--- src/rtl/simt_stack_pkg.sv ---
package simt_stack_pkg;
  typedef enum logic [2:0] {
    EV_NONE,
    EV_STEP,
    EV_SPLIT,
    EV_REFUSE,
    EV_POP
  } stack_ev_e;
endpackage

--- src/rtl/simt_branch_split.sv ---
module simt_branch_split #(
  parameter int LANES = 4
) (
  input  logic [LANES-1:0] active,
  input  logic [LANES-1:0] taken_req,
  output logic [LANES-1:0] taken_lanes,
  output logic [LANES-1:0] fall_lanes,
  output logic             diverged,
  output logic             any_taken
);
  function automatic logic [LANES-1:0] lanes_taken(input logic [LANES-1:0] act,
                                                   input logic [LANES-1:0] req);
    return act & req;
  endfunction

  function automatic logic [LANES-1:0] lanes_fall(input logic [LANES-1:0] act,
                                                  input logic [LANES-1:0] req);
    return act & ~req;
  endfunction

  always_comb begin
    taken_lanes = lanes_taken(active, taken_req);
    fall_lanes  = lanes_fall(active, taken_req);
    any_taken   = |taken_lanes;
    diverged    = any_taken && (|fall_lanes);
  end
endmodule

--- src/rtl/simt_stack_store.sv ---
module simt_stack_store #(
  parameter int              LANES    = 4,
  parameter int              PC_W     = 16,
  parameter int              DEPTH    = 8,
  parameter logic [PC_W-1:0] START_PC = '0,
  localparam int             SP_W     = $clog2(DEPTH)
) (
  input  logic             clk,
  input  logic             rst_n,
  input  logic [SP_W-1:0]  top_idx,
  input  logic             npc_we,
  input  logic [PC_W-1:0]  npc_val,
  input  logic             push_we,
  input  logic [PC_W-1:0]  push_rpc,
  input  logic [PC_W-1:0]  push_a_npc,
  input  logic [LANES-1:0] push_a_mask,
  input  logic [PC_W-1:0]  push_b_npc,
  input  logic [LANES-1:0] push_b_mask,
  output logic [PC_W-1:0]  top_npc,
  output logic [PC_W-1:0]  top_rpc,
  output logic [LANES-1:0] top_mask
);
  logic [PC_W-1:0]  rpc_q  [DEPTH];
  logic [PC_W-1:0]  npc_q  [DEPTH];
  logic [LANES-1:0] mask_q [DEPTH];

  for (genvar g = 0; g < DEPTH; g++) begin : g_slot
    always_ff @(posedge clk) begin
      if (!rst_n) begin
        rpc_q[g]  <= '0;
        npc_q[g]  <= (g == 0) ? START_PC : '0;
        mask_q[g] <= (g == 0) ? '1 : '0;
      end else begin
        if (npc_we && int'(top_idx) == g)
          npc_q[g] <= npc_val;
        if (push_we && int'(top_idx) + 1 == g) begin
          rpc_q[g]  <= push_rpc;
          npc_q[g]  <= push_a_npc;
          mask_q[g] <= push_a_mask;
        end
        if (push_we && int'(top_idx) + 2 == g) begin
          rpc_q[g]  <= push_rpc;
          npc_q[g]  <= push_b_npc;
          mask_q[g] <= push_b_mask;
        end
      end
    end
  end

  assign top_npc  = npc_q[top_idx];
  assign top_rpc  = rpc_q[top_idx];
  assign top_mask = mask_q[top_idx];
endmodule

--- src/rtl/simt_reconv_stack.sv ---
module simt_reconv_stack
  import simt_stack_pkg::*;
#(
  parameter int              LANES    = 4,
  parameter int              PC_W     = 16,
  parameter int              DEPTH    = 8,
  parameter logic [PC_W-1:0] START_PC = 16'h0100,
  localparam int             SP_W     = $clog2(DEPTH),
  localparam int             DEPTH_W  = $clog2(DEPTH + 1)
) (
  input  logic               clk,
  input  logic               rst_n,
  input  logic               br_valid,
  input  logic [LANES-1:0]   br_taken,
  input  logic [PC_W-1:0]    br_target,
  input  logic [PC_W-1:0]    br_fallthru,
  input  logic [PC_W-1:0]    br_reconv,
  input  logic               adv_valid,
  input  logic [PC_W-1:0]    adv_pc,
  output logic [PC_W-1:0]    cur_pc,
  output logic [LANES-1:0]   cur_mask,
  output logic [DEPTH_W-1:0] depth,
  output logic               overflow
);
  logic [SP_W-1:0]  sp_q, sp_d;
  logic             ovf_q, ovf_d;
  logic [PC_W-1:0]  top_npc, top_rpc;
  logic [LANES-1:0] top_mask;
  logic [LANES-1:0] taken_lanes, fall_lanes;
  logic             diverged, any_taken;
  logic             npc_we, push_we;
  logic [PC_W-1:0]  npc_val, step_pc;
  logic             has_parent, room2;
  stack_ev_e        ev;

  // Named event wires used by the assertions
  logic div_accept, div_reject, step_evt, evt_pop, idle_pop;

  simt_branch_split #(.LANES(LANES)) u_split (
    .active      (top_mask),
    .taken_req   (br_taken),
    .taken_lanes (taken_lanes),
    .fall_lanes  (fall_lanes),
    .diverged    (diverged),
    .any_taken   (any_taken)
  );

  simt_stack_store #(
    .LANES(LANES), .PC_W(PC_W), .DEPTH(DEPTH), .START_PC(START_PC)
  ) u_store (
    .clk         (clk),
    .rst_n       (rst_n),
    .top_idx     (sp_q),
    .npc_we      (npc_we),
    .npc_val     (npc_val),
    .push_we     (push_we),
    .push_rpc    (br_reconv),
    .push_a_npc  (br_target),
    .push_a_mask (taken_lanes),
    .push_b_npc  (br_fallthru),
    .push_b_mask (fall_lanes),
    .top_npc     (top_npc),
    .top_rpc     (top_rpc),
    .top_mask    (top_mask)
  );

  function automatic logic fits_two(input logic [SP_W-1:0] sp);
    return (int'(sp) + 2) <= (DEPTH - 1);
  endfunction

  assign has_parent = (sp_q != '0);
  assign room2      = fits_two(sp_q);
  assign step_pc    = br_valid ? (any_taken ? br_target : br_fallthru) : adv_pc;

  always_comb begin
    ev = EV_NONE;
    if (br_valid) begin
      if (diverged) ev = room2 ? EV_SPLIT : EV_REFUSE;
      else          ev = EV_STEP;
    end else if (adv_valid) begin
      ev = EV_STEP;
    end else if (has_parent && top_npc == top_rpc) begin
      ev = EV_POP;
    end
  end

  assign div_accept = (ev == EV_SPLIT);
  assign div_reject = (ev == EV_REFUSE);
  assign step_evt   = (ev == EV_STEP);
  assign evt_pop    = step_evt && has_parent && (step_pc == top_rpc);
  assign idle_pop   = (ev == EV_POP);

  always_comb begin
    sp_d    = sp_q;
    ovf_d   = ovf_q | div_reject;
    npc_we  = 1'b0;
    npc_val = step_pc;
    push_we = 1'b0;
    if (div_accept) begin
      npc_we  = 1'b1;
      npc_val = br_reconv;
      push_we = 1'b1;
      sp_d    = sp_q + SP_W'(2);
    end else if (evt_pop || idle_pop) begin
      sp_d = sp_q - SP_W'(1);
    end else if (step_evt) begin
      npc_we = 1'b1;
    end
  end

  always_ff @(posedge clk) begin
    if (!rst_n) begin
      sp_q  <= '0;
      ovf_q <= 1'b0;
    end else begin
      sp_q  <= sp_d;
      ovf_q <= ovf_d;
    end
  end

  assign cur_pc   = top_npc;
  assign cur_mask = top_mask;
  assign depth    = DEPTH_W'(sp_q) + DEPTH_W'(1);
  assign overflow = ovf_q;

  // the bottom entry alone always covers every lane
  assert_bottom_full_R1: assert property (@(posedge clk) disable iff (!rst_n)
    (depth == DEPTH_W'(1)) |-> (cur_mask == '1));

  // a uniform step that does not reach reconvergence keeps depth
  assert_uniform_depth_R3: assert property (@(posedge clk) disable iff (!rst_n)
    (step_evt && !evt_pop) |=> (depth == $past(depth)));

  // an accepted split grows the stack by two
  assert_split_push_R4: assert property (@(posedge clk) disable iff (!rst_n)
    div_accept |=> (depth == $past(depth) + DEPTH_W'(2)));

  // the fall-through lanes run first
  assert_split_fall_R4: assert property (@(posedge clk) disable iff (!rst_n)
    div_accept |=> (cur_mask == $past(fall_lanes)));

  // reaching reconvergence drops exactly one level
  assert_event_pop_R5: assert property (@(posedge clk) disable iff (!rst_n)
    evt_pop |=> (depth == $past(depth) - DEPTH_W'(1)));

  // overflow is sticky and a refused split leaves depth alone
  assert_no_overflow_clear_R8: assert property (@(posedge clk) disable iff (!rst_n)
    overflow |=> overflow);
  assert_refuse_hold_R8: assert property (@(posedge clk) disable iff (!rst_n)
    div_reject |=> (depth == $past(depth) && overflow));

  // a deferred pop drops exactly one level
  assert_idle_pop_R9: assert property (@(posedge clk) disable iff (!rst_n)
    idle_pop |=> (depth == $past(depth) - DEPTH_W'(1)));

  // the bottom entry never goes away
  assert_bottom_kept_R10: assert property (@(posedge clk) disable iff (!rst_n)
    (depth == DEPTH_W'(1) && !div_accept) |=> (depth == DEPTH_W'(1)));

  // no active lane set ever empties
  assert_mask_live_R11: assert property (@(posedge clk) disable iff (!rst_n)
    cur_mask != '0);
endmodule

--- config.mk ---
export PLATFORM = sky130hd
export DESIGN_NAME = simt_reconv_stack
export DESIGN_NICKNAME = d
export VERILOG_FILES = /design/src/rtl/simt_stack_pkg.sv /design/src/rtl/simt_branch_split.sv /design/src/rtl/simt_stack_store.sv /design/src/rtl/simt_reconv_stack.sv
export SDC_FILE = /design/constraint.sdc
export NUM_CORES = 1
export LEC_CHECK = 0
export ABC_AREA = 1
export BUFFER_PORTS_ARGS = -buffer_cell sky130_fd_sc_hd__buf_2
export CORE_MARGIN = 2
export CORE_UTILIZATION = 34
export DETAILED_ROUTE_END_ITERATION = 12
export PLACE_DENSITY = 0.54
export SLEW_MARGIN = 40
export SYNTH_ARGS = -nofsm -noshare
export SYNTH_HDL_FRONTEND = slang
export SYNTH_SLANG_ARGS = --single-unit
export TNS_END_PERCENT = 1
--- constraint.sdc ---
create_clock -name clk -period 9.4 [get_ports clk]
set_clock_uncertainty 0.2 [all_clocks]
set_input_delay 1.88 -clock clk [delete_from_list [all_inputs] [get_ports clk]]
set_output_delay 1.88 -clock clk [all_outputs]
set_load 0.02 [all_outputs]
==> impl_metrics.py, run 1 <==
metrics = {
    "cells_and_area": {
        "nets": 2226,
        "drive_above_1_share_pct": 11.3,
        "fillerInstances": 5134,
        "layout.area.seq_um2": 8790,
        "area_growth_pct": 11.6,
        "multiInputGateArea_um2": 7160,
        "insertedDiodeCount": 0,
    },
    "global_routing": {
        "grt_pass1_wl_mm": 99.4,
        "grt_usage_pct": 25.3,
        "grt.busiest_layer": "met2",
        "gr-usage-met1_pct": 33.6,
        "grt_pass1_vias": 15000,
        "antenna_found_initial": 1,
        "gr-total-overflow": 0,
        "use_met2_pct": 40.6,
        "grt_start_max_net_pins": 78,
        "use_met3_pct": 4.88,
    },
    "routing": {
        "wl_per_cell_um": 24.0,
        "drcViolationCount": 0,
        "drt_iter0_drc": 2228,
        "viasPerCell": 5.69,
        "postRouteAntennaNets": 0,
        "vias": 16200,
        "firstDrtPassIters": 6,
        "wl_mm": 68.2,
    },
    "logic_synthesis": {
        "syn_inst": 2132,
        "netlist_area_um2": 17300,
        "yosys.cell_count.top_type": "nor2_1",
        "synth_ff_type": "edfxtp_1",
        "ys_ff_latch": 295,
        "synth_top_area_share_pct": 50.0,
        "yosysTopAreaCell": "edfxtp_1",
        "synth_cell_types": 43,
        "syn_nets": 2216,
        "synth_seq_area_share_pct": 50.8,
        "synth.avg_cell_area_um2": 8.12,
        "synth.top_cells.by_area": "edfxtp_1 50%, nor2_1 9.4%, a21oi_1 6.5%",
        "synthArstFlopShare_pct": 0,
        "synth-edff-count": 288,
        "synthTopCellsByCount": "433 x nor2_1, 288 x edfxtp_1, 286 x nand2_1",
        "ys_warn_count": 0,
    },
    "clock_tree": {
        "cts_hold_buf": 0,
        "cts_sinks": 295,
        "post-cts-setup-buffer-count": 0,
        "h-tree-depth": 2,
        "clk_pin_slew_ps": 60,
        "cts_buffers": 36,
        "cts_tree": "done",
        "clockBufferDepth": 3,
        "clk_latency_ps": 560,
        "root_buffer": "clkbuf_16",
        "post_cts_resized": 0,
    },
    "critical_path": {
        "worstSetupStartpointType": "input pin",
        "crit_arrival_ps": 5680,
        "reg2reg_to": "u_store.npc_q[4][2]",
        "critPathRequiredTime_ps": 9320,
        "rrSetupSlack_ps": 3640,
        "path_max_fanout": 38,
        "reg2reg_depth": 19,
        "setup.worst_path.end_class": "register",
        "critPathKind": "input pin to register",
    },
    "sta": {
        "post-route-period-util_pct": 61.3,
        "slew_viol_final": 0,
        "min_period_ps": 5770,
        "finalSetupViolCount": 0,
        "worstMarginPinSlew_ps": 881,
        "hold_violations": 0,
        "max_freq_mhz": 173,
        "slew_headroom_pct": 40.6,
        "rsz0062_at_grt": "false",
        "worst_slack_ps": 3630,
        "finalSetupTns_ps": 0,
    },
    "die": {
        "die_width_um": 230,
        "pin_count": 97,
        "core_area_um2": 50200,
        "dieHeight_um": 230,
        "start_util_pct": 34.5,
        "rows": 82,
        "dieArea_um2": 52700,
    },
    "placed_design": {
        "numPortBuffers": 96,
        "hpwl_mm": 45.4,
        "gp_congestion": 0.949,
        "dp_slack_ps": 2790,
    },
    "outcome": {
        "status": "complete, no violations",
    },
    "min_path": {
        "whs_path_depth": 1,
        "min-delay-start": "overflow",
        "hp-class": "register to register",
        "min_to": "overflow",
    },
    "flow_run": {
        "maxCapViolCount": 0,
    },
    "power": {
        "p_per_area_nw_per_um2": 215,
        "p_leak_uw": 0.00775,
        "peakVddDrop_mv": 0.114,
    },
}
==> per-stage QoR <==
stage	cells	hold slack [ps]	util, %	total power (uW)	cell area [um2]
finish	2839	351	38.5	4160	19300
CTS	2837	371	38.4	4150	19300
detailed placement	2774	358	36.2	2810	18200
global placement	2773	356	36.2	2800	18100
floorplan	2132	336	-	2370	17300
global route	2839	378	38.5	4310	19300
==> metal layers <==
| metal | vias up | routed length (um) |
|---|---|---|
| met3 | 182 | 5970 |
| met5 | - | 0 |
| met4 | 0 | 2920 |
| met2 | 920 | 31400 |
| li1 | 7291 | - |
| met1 | 7763 | 27900 |
==> area by class of cell <==
type	instances	share of cell area (%)
clock buffers	44	4.93
well taps	672	4.35
flip-flops and latches	295	45.5
repair buffers	138	4.31
clock inverters	19	0.784
multi-input cells	1516	37.1
inverters	155	3.04
==> placed cells by master (no fill, tap or decap), types with 8 or more instances in the layout <==
| master | instances |
|---|---|
| buf_2 | 96 |
| nor2_2 | 8 |
| inv_1 | 134 |
| or2_2 | 18 |
| clkinv_1 | 20 |
| clkbuf_16 | 37 |
| nand2_1 | 285 |
| a21oi_1 | 225 |
| ha_1 | 12 |
| o21ai_1 | 23 |
| edfxtp_1 | 288 |
| o22ai_1 | 61 |
| a22oi_1 | 15 |
| nor2_4 | 11 |
| o21ai_0 | 196 |
| nand3_1 | 181 |
| nor2_1 | 432 |
| buf_4 | 39 |
| inv_2 | 9 |
==> kinds of logic after synthesis <==
logic type | Yosys count | share of synthesized area (%)
AO/OA/AOI/OAI | 537 | 16.5
XOR/XNOR | 11 | 0.557
adder cells (fa/ha/maj) | 12 | 0.868
buffers and inverters | 321 | 7.97
flip-flops | 295 | 50.8
multiplexers | 5 | 0.289
AND/OR/NAND/NOR | 951 | 23.1
==> worst max-delay path by stage <==
| stage | startpoint | endpoint | slack, ps | cells past startpoint |
|---|---|---|---|---|
| floorplan | br_taken[3] | u_store.npc_q[6][0] | 4630 | 14 |
| global placement | br_taken[0] | u_store.npc_q[4][8] | 2950 | 16 |
| detailed placement | br_taken[0] | u_store.npc_q[4][2] | 2790 | 16 |
| CTS | br_taken[0] | u_store.npc_q[4][5] | 3360 | 16 |
| global route | register | u_store.npc_q[4][5] | 3260 | 19 |
| finish | br_taken[0] | u_store.npc_q[4][2] | 3630 | 16 |
==> sequential cells by signal, summed over array words and instances (netlist names), named ones only <==
name	cells
u_store.npc_q	128
u_store.mask_q	32
sp_q	3
u_store.rpc_q	128
overflow	1
==> power breakdown <==
part / total (uW) / switching [uW] / internal [uW] / leakage [uW]
clock network: 1350 / 573 / 777 / 0.000537
logic: 1130 / 851 / 277 / 0.00416
registers: 1680 / 48.3 / 1630 / 0.00305
total: 4160 / 1470 / 2690 / 0.00775
==> worst max-delay path: stages <==
cell and delay [ps]:
buf_2 110, nand3_1 150, nand2_1 130, nor2_4 400, nor2_1 70, nand2_1 140
nor2_2 140, inv_2 480, nor2_1 130, nand3_1 160, clkinv_1 80, buf_4 260
nor2_4 480, o21ai_1 210, inv_2 310, nand2_1 530
Power figures use the tool's default switching activity.
==> run 2: changes to the inputs <==
- PLACE_DENSITY: 0.54 -> 0.55
- clock period: 9.4 -> 5.1 ns (I/O delays scaled with it)
==> run 2 against run 1 <==
Effect of this change:
- first-iteration DRC count fell by 14%
- count of clock-buffer cells in the layout fell by 3
- core utilization rose by 0.070 points
- global-route usage fell by 0.31 points
- worst setup slack got worse by 3200 ps
- routed wire length fell by 1.6%
- critical endpoint is now u_store.rpc_q[7][7]
==> impl_metrics.py, run 2 (synthesis gave the netlist of run 1 again) <==
metrics = {
    "cells_and_area": {
        "final_cells": 2856,
        "nets": 2243,
        "area_growth_pct": 11.8,
        "reg_top3": "u_store.npc_q: 128 flops, u_store.rpc_q: 128 flops, u_store.mask_q: 32 flops",
        "layout_common_cells": "432 x nor2_1, 288 x edfxtp_1, 286 x nand2_1",
        "final_common_cell": "nor2_1",
        "drive_above_1_share_pct": 12.0,
    },
    "sta": {
        "finalSetupViolCount": 0,
        "hold_violations": 0,
        "rsz0062_at_grt": "false",
        "slew_headroom_pct": 42.7,
        "worstMarginPinSlew_ps": 850,
        "min_period_ps": 4680,
        "max_freq_mhz": 213,
        "slew_viol_final": 0,
        "whs_ps": 388,
        "post-route-period-util_pct": 91.8,
        "finalSetupTns_ps": 0,
    },
    "routing": {
        "firstDrtPassIters": 9,
        "drcViolationCount": 0,
        "viasPerCell": 5.65,
        "postRouteAntennaNets": 0,
        "vias": 16100,
        "wl_per_cell_um": 23.5,
        "drt_iter0_drc": 1910,
        "wl_mm": 67.1,
    },
    "critical_path": {
        "setup.worst_path.end_class": "register",
        "worst_path_largest_cell_delay_ps": 740,
        "crit_arrival_ps": 4760,
        "critPathKind": "register to register",
        "crit_cells": 16,
        "worstSetupStartpointType": "register",
        "critPathRequiredTime_ps": 5180,
        "slowest_stage": "clkinv_1",
        "worstPathCellList": "inv_2, nand3_1, nand3_1, nand3_1, nand2_1, nor2_4, nor2_1, nand2_1, nor2_2, nand2_1, nor2_2, nand2_2, clkinv_1, nor2_1, buf_4, nor2_1",
        "cp_top_family": "simple AND/OR/NAND/NOR gates",
        "rrSetupSlack_ps": 420,
        "reg2reg_to": "u_store.rpc_q[7][7]",
        "path_max_fanout": 26,
        "reg2reg_depth": 16,
        "path_buf_inv": 3,
    },
    "global_routing": {
        "antenna_found_initial": 1,
        "grt_start_max_net_pins": 65,
        "grt_pass1_vias": 15500,
        "gr-total-overflow": 0,
        "grt_pass1_wl_mm": 99.0,
        "grt_usage_pct": 25.0,
    },
    "die": {
        "core_area_um2": 50200,
        "dieHeight_um": 230,
        "die_width_um": 230,
        "rows": 82,
        "start_util_pct": 34.5,
        "dieArea_um2": 52700,
        "pin_count": 97,
    },
    "clock_tree": {
        "post_cts_resized": 0,
        "cts_sinks": 295,
        "h-tree-depth": 2,
        "root_buffer": "clkbuf_16",
        "cts_tree": "done",
        "clk_pin_slew_ps": 60,
        "post-cts-setup-buffer-count": 0,
        "clk_latency_ps": 540,
        "clockBufferDepth": 3,
        "cts_hold_buf": 0,
        "cts_buffers": 34,
    },
    "power": {
        "power_frac_clock_pct": 31.3,
        "peakVddDrop_mv": 0.197,
        "power_frac_comb_pct": 27.6,
        "pwr-share-seq_pct": 41.1,
        "switching_power_uw": 2670,
        "swShare_pct": 35.4,
        "p_int_uw": 4880,
        "p_leak_uw": 0.00780,
        "p_per_area_nw_per_um2": 390,
    },
    "min_path": {
        "min_to": "overflow",
        "whs_path_depth": 1,
        "hp-class": "register to register",
        "min-delay-start": "overflow",
    },
    "flow_run": {
        "maxCapViolCount": 0,
    },
    "placed_design": {
        "numPortBuffers": 96,
        "gp_congestion": 0.948,
        "hpwl_mm": 45.3,
        "dp.cells": 2795,
    },
    "outcome": {
        "status": "complete, no violations",
    },
}
## run 2: per-stage QoR
step / power [uW] / utilization, % / instance area, um2 / setup WS (ps)
final: 7560 / 38.6 / 19400 / 416
after CTS: 7540 / 38.6 / 19400 / 455
after global routing: 7850 / 38.6 / 19400 / 126
after detailed placement: 5190 / 36.5 / 18300 / 451
after global placement: 5170 / 36.5 / 18300 / 530
after floorplan: 4360 / - / 17300 / 1190
## run 2: area by class of cell
cell class / count / area [um2]
sequential: 295 / 8790
multi-input combinational: 1516 / 7160
antenna: 1 / 2.50
tap: 672 / 841
clock buffer: 41 / 877
timing repair buffer: 157 / 938
clock inverter: 19 / 161
inverter: 155 / 584
fill: 5083 / 30800
## run 2: worst max path at each step
| stage | from | slack (ps) | endpoint |
|---|---|---|---|
| final | register | 420 | u_store.rpc_q[7][7] |
| after global routing | register | 130 | u_store.rpc_q[7][12] |
| after CTS | register | 460 | u_store.rpc_q[7][11] |
| after detailed placement | register | 450 | u_store.rpc_q[7][1] |
| after global placement | br_taken[0] | 530 | u_store.npc_q[4][1] |
| after floorplan | br_taken[3] | 1190 | u_store.npc_q[6][0] |
## run 2: per-layer routing
| metal | up-vias | track usage [%] | routed length, um |
|---|---|---|---|
| li1 | 7319 | - | - |
| met3 | 192 | 3.77 | 5570 |
| met4 | 0 | 12.4 | 3340 |
| met5 | - | 0 | 0 |
| met2 | 879 | 40.4 | 31000 |
| met1 | 7736 | 32.8 | 27200 |
## run 2: power by group through the flow
stage,registers [uW],logic (uW),clock network (uW)
6_report,3100,2080,2370
5_1_grt,3130,2240,2480
4_1_cts,3100,2050,2390
3_5_place_dp,3150,2040,0
3_3_place_gp,3150,2030,0
2_1_floorplan,3110,1250,0
